[src/rtl/vreg_startup_pkg.sv]
package vreg_startup_pkg;

  typedef enum logic [2:0] {
    ST_OFF         = 3'd0,
    ST_WAIT        = 3'd1,
    ST_RAMP_BOOT   = 3'd2,
    ST_RAMP_TARGET = 3'd3,
    ST_SETTLE      = 3'd4,
    ST_RUN         = 3'd5
  } seq_state_e;

  // soft-start ramp is on from the first ramp onwards
  function automatic logic ss_on(input seq_state_e st);
    return (st == ST_RAMP_BOOT) || (st == ST_RAMP_TARGET) ||
           (st == ST_SETTLE) || (st == ST_RUN);
  endfunction

  // reference follows the voltage code once the boot ramp has landed
  function automatic logic code_selected(input seq_state_e st);
    return (st == ST_RAMP_TARGET) || (st == ST_SETTLE) || (st == ST_RUN);
  endfunction

  // start-up window in which two-phase operation is forced
  function automatic logic in_startup(input seq_state_e st);
    return (st == ST_WAIT) || (st == ST_RAMP_BOOT) ||
           (st == ST_RAMP_TARGET) || (st == ST_SETTLE);
  endfunction

endpackage

[src/rtl/vreg_tick_timer.sv]
module vreg_tick_timer #(
  parameter int unsigned LIMIT = 100,
  localparam int unsigned CW = $clog2(LIMIT + 1)
) (
  input  logic clk,
  input  logic rst_n,
  input  logic clr,
  input  logic tick,
  output logic done
);

  localparam logic [CW-1:0] LIMIT_C = CW'(LIMIT);

  logic [CW-1:0] cnt_q;

  // saturating tick counter, held at zero while clr is high
  always_ff @(posedge clk or negedge rst_n) begin
    if (!rst_n)                cnt_q <= '0;
    else if (clr)              cnt_q <= '0;
    else if (tick && !done)    cnt_q <= cnt_q + CW'(1);
  end

  assign done = (cnt_q == LIMIT_C);

endmodule

[src/rtl/vreg_seq_fsm.sv]
module vreg_seq_fsm
  import vreg_startup_pkg::*;
(
  input  logic       clk,
  input  logic       rst_n,
  input  logic       qualified,
  input  logic       wait_done,
  input  logic       settle_done,
  input  logic       ramp_done,
  output seq_state_e state_q,
  output logic       target_entry
);

  seq_state_e state_d;

  always_comb begin
    state_d = state_q;
    if (!qualified) begin
      state_d = ST_OFF;
    end else begin
      case (state_q)
        ST_OFF:         state_d = ST_WAIT;
        ST_WAIT:        if (wait_done)                  state_d = ST_RAMP_BOOT;
        ST_RAMP_BOOT:   if (ramp_done)                  state_d = ST_RAMP_TARGET;
        ST_RAMP_TARGET: if (ramp_done && !target_entry) state_d = ST_SETTLE;
        ST_SETTLE:      if (settle_done)                state_d = ST_RUN;
        ST_RUN:         state_d = ST_RUN;
        default:        state_d = ST_OFF;
      endcase
    end
  end

  always_ff @(posedge clk or negedge rst_n) begin
    if (!rst_n) begin
      state_q      <= ST_OFF;
      target_entry <= 1'b0;
    end else begin
      state_q      <= state_d;
      // high during the first cycle spent in the target ramp
      target_entry <= (state_d == ST_RAMP_TARGET) && (state_q != ST_RAMP_TARGET);
    end
  end

endmodule

[src/rtl/vreg_startup_seq.sv]
module vreg_startup_seq
  import vreg_startup_pkg::*;
#(
  parameter int unsigned WAIT_TICKS   = 100,
  parameter int unsigned SETTLE_TICKS = 7000
) (
  input  logic       clk,
  input  logic       rst_n,
  input  logic       us_tick,
  input  logic       supply_ok,
  input  logic       enable,
  input  logic       ramp_done,
  input  logic       fault_latched,
  output logic       soft_start_en,
  output logic       ref_sel_code,
  output logic       startup_active,
  output logic       pgood,
  output logic [2:0] seq_state
);

  seq_state_e state;
  logic       qualified;
  logic       wait_done;
  logic       settle_done;
  logic       target_entry;
  logic       wait_clr;
  logic       settle_clr;

  assign qualified  = supply_ok && enable;
  assign wait_clr   = (state != ST_WAIT);
  assign settle_clr = (state == ST_OFF) || (state == ST_WAIT);

  vreg_tick_timer #(.LIMIT(WAIT_TICKS)) u_wait_tmr (
    .clk  (clk),
    .rst_n(rst_n),
    .clr  (wait_clr),
    .tick (us_tick),
    .done (wait_done)
  );

  vreg_tick_timer #(.LIMIT(SETTLE_TICKS)) u_settle_tmr (
    .clk  (clk),
    .rst_n(rst_n),
    .clr  (settle_clr),
    .tick (us_tick),
    .done (settle_done)
  );

  vreg_seq_fsm u_fsm (
    .clk         (clk),
    .rst_n       (rst_n),
    .qualified   (qualified),
    .wait_done   (wait_done),
    .settle_done (settle_done),
    .ramp_done   (ramp_done),
    .state_q     (state),
    .target_entry(target_entry)
  );

  assign soft_start_en  = ss_on(state);
  assign ref_sel_code   = code_selected(state);
  assign startup_active = in_startup(state);
  assign pgood          = (state == ST_RUN) && !fault_latched;
  assign seq_state      = state;

endmodule

[config.mk]
export PLATFORM = sky130hd
export DESIGN_NAME = vreg_startup_seq
export DESIGN_NICKNAME = d
export VERILOG_FILES = /design/src/rtl/vreg_startup_pkg.sv /design/src/rtl/vreg_tick_timer.sv /design/src/rtl/vreg_seq_fsm.sv /design/src/rtl/vreg_startup_seq.sv
export SDC_FILE = /design/constraint.sdc
export NUM_CORES = 1
export LEC_CHECK = 0
export BUFFER_PORTS_ARGS = -buffer_cell sky130_fd_sc_hd__clkbuf_2
export CORE_UTILIZATION = 62
export DETAILED_ROUTE_END_ITERATION = 8
export HOLD_SLACK_MARGIN = 0.08
export PLACE_DENSITY = 0.89
export SYNTH_ARGS = -nofsm -noshare
export SYNTH_HDL_FRONTEND = slang
export SYNTH_SLANG_ARGS = --single-unit
[constraint.sdc]
create_clock -name clk -period 2.6 [get_ports clk]
set_input_delay 0.39 -clock clk [delete_from_list [all_inputs] [get_ports clk]]
set_output_delay 0.39 -clock clk [all_outputs]
set_load 0.05 [all_outputs]
==> impl_metrics.ini <==
[global_route]
gr-usage-all-layers = 0.251
grt_max_degree = 25
grt_pass1_vias = 1018
antenna_found_initial = 0
grt_pass1_wl_mm = 4.55
grt-ovfl-total = 0

[placement]
io_buffers = 13
dp_cells = 181
hpwl_mm = 1.95
place_congestion = 0.815
pre_cts_ws_ns = 0.798
placed_area_sq_mm = 0.00146

[synth]
ys.warnings.count = 0
synth.distinct_cells = 40
synth_edf_count = 0
ys_top_cells_by_area = dfrtp_1 44%, xor2_1 5.7%, nor2_1 4.7%
synthesis.instances = 145
yosysMostFrequentCell = dfrtp_1
ys_ff_latch = 24
ys_top_cells_by_count = 24 x dfrtp_1, 17 x nor2_1, 14 x nand2_1
async_reset_ff_frac = 1.00
yosysSeqAreaShare = 0.438
synth_area_leader_cell = dfrtp_1
syn_area_per_cell_sq_um = 9.46
yosysTopAreaCellShare = 0.438
synthesis.area_sq_mm = 0.00137
synth_fp_nets = 156
synth_ff_type = dfrtp_1

[timing]
setup_viol = 0
max_freq_ghz = 0.510
final.setup.worst_slack_ns = 0.637
clock_skew_ns = 0.00434
rsz0062_at_grt = false
worst_slew_pin_slew_ns = 0.602
fin_crit_ns = 1.96
finalMaxSlewViolations = 0
holdWs_ns = 0.319
finalCritPeriodShare = 0.755
timing.slew.headroom = 0.599
setup_tns_ns = 0
final-hold-violation-count = 0

[routing]
top_layer = met4
routedWlPerCell_um = 14.3
firstDrtPassIters = 4
drc = 0
met2_length_mm = 1.27
viasPerCell = 6.01
wl_met3_um = 105
wirelength_met1_mm = 1.24
ant_nets = 0
vias = 1118
drtIter0Drc = 28
wl_mm = 2.66

[floorplanning]
die_area_sq_mm = 0.00240
die_h_um = 49.0
rows = 16
core-area_sq_mm = 0.00202
dieWidth_um = 49.0
initial_core_util = 0.678
io_pins = 14

[power_and_ir_drop]
p_leak_uw = 0.000668
power.density_mw_per_mm2 = 457
ir_drop_v = 0.000353

[cells_and_area]
drive_gt1_frac = 0.151
register_area_sq_um = 601
final_area_sq_mm = 0.00152
num-fill-cells = 135
final_cells = 186
final_nets = 171
syn2layout_area_growth_pct = 10.8
diodes = 0
multi_input_area_sq_um = 716

[critical_path]
cp_max_fo = 13
critPathKind = register to primary output
critPathBufInv = 1
cp.arrival_ns = 1.57
max_stage_delay_ns = 0.58
cp_data_required_time_ns = 2.21
slowest_stage = dfrtp_1
worstSetupStartpointType = register
critPathTopFamily = flip-flops
crit_chain = nand2_1 -> nor3b_2 -> clkbuf_2
cp-end-kind = primary output

[run]
cap_violations = 0

[clock_network]
cts_buffers = 3
cts_max_path_buffers = 2
h-tree-depth = 1
ctsResizeCount = 0
cts_root_buf = clkbuf_4
clkLatencyLatePin_ns = 0.32
clock_sinks = 24
cts_tree = built
path_clk_slew_ns = 0.14
cts_setup_buffers = 0

[min_path]
min_path_type = input port to register

[status]
status = finished, final reports clean
[state kept, by name (all words and copies together), names as in the netlist]
signal / cells
u_wait_tmr.cnt_q: 7
u_fsm.target_entry: 1
u_settle_tmr.cnt_q: 13
u_fsm.state_q: 3
[where the power goes]
| part | switching (uW) | internal, uW | total [uW] |
|---|---|---|---|
| registers | 3.23 | 375 | 378 |
| clock network | 119 | 156 | 275 |
| logic | 27.7 | 13.5 | 41.2 |
[cell usage in the layout, fill, tap and decap left out, types with 2 or more instances in the layout]
cell type / count
nand2_1: 14
inv_1: 7
xor2_1: 9
a21oi_1: 6
clkbuf_2: 13
or3_1: 4
clkbuf_4: 3
and2_1: 2
buf_4: 2
or4_1: 2
and3_1: 5
nand4_1: 3
ha_1: 4
nand3_1: 4
o21ai_0: 6
nor2b_1: 2
xnor2_1: 4
or3b_1: 2
o211ai_1: 2
or4b_1: 2
nor2_1: 17
dfrtp_1: 24
o31ai_1: 3
[per-layer routing]
metal,vias to the layer above,GRT usage
met4,0,0.103
met3,5,0.0280
met5,-,0
li1,539,-
met1,541,0.321
met2,33,0.431
[cells by family (layout without fill, tap and decap cells)]
| kind of cell | count (synthesis) | in the layout | share of synthesized area |
|---|---|---|---|
| muxes | 1 | 1 | 0.00730 |
| buffers and inverters | 13 | 27 | 0.0438 |
| AOI/OAI and AO/OA | 24 | 24 | 0.122 |
| and+or+nand+nor | 66 | 66 | 0.269 |
| adders and majority gates | 4 | 4 | 0.0365 |
| DFF | 24 | 24 | 0.438 |
| xor gates and xnor gates | 13 | 13 | 0.0830 |
[path summary, 6_finish.rpt]
path                                         from                     end  slack, ns  cells after the start
min in group asynchronous                   rst_n     u_wait_tmr.cnt_q[6]       0.58                      2
max reg2reg                   u_wait_tmr.cnt_q[0]      u_fsm.target_entry       0.76                      6
min reg2reg                u_settle_tmr.cnt_q[10]  u_settle_tmr.cnt_q[10]       0.57                      2
min                                        enable        u_fsm.state_q[2]       0.32                      3
max                              u_fsm.state_q[2]                   pgood       0.64                      3
max in group asynchronous                   rst_n   u_settle_tmr.cnt_q[1]       1.63                      2
[worst min-delay path: stages]
cell      delay [ns]
clkbuf_2        0.08
nand2_1         0.10
a21oi_1         0.05
[per-stage QoR]
step	total power, uW	util
after floorplan	408	-
after global placement	423	0.720
after detailed placement	426	0.720
after CTS	697	0.751
after global routing	714	0.751
final	694	0.751
[cell type report]
type	count	share of cell area
clock buffer	3	0.0148
multi-input combinational	108	0.471
timing repair buffer	16	0.0593
sequential	24	0.395
tap	27	0.0222
clock inverter	1	0.0198
inverter	7	0.0173
[repair_timing]
item / CTS / global route
setup endpoints to repair: 0 / 0
hold buffers: 1 / 0
endpoints found under the hold margin: 24 / 0
No activity file was read; power rests on OpenSTA's default activity.
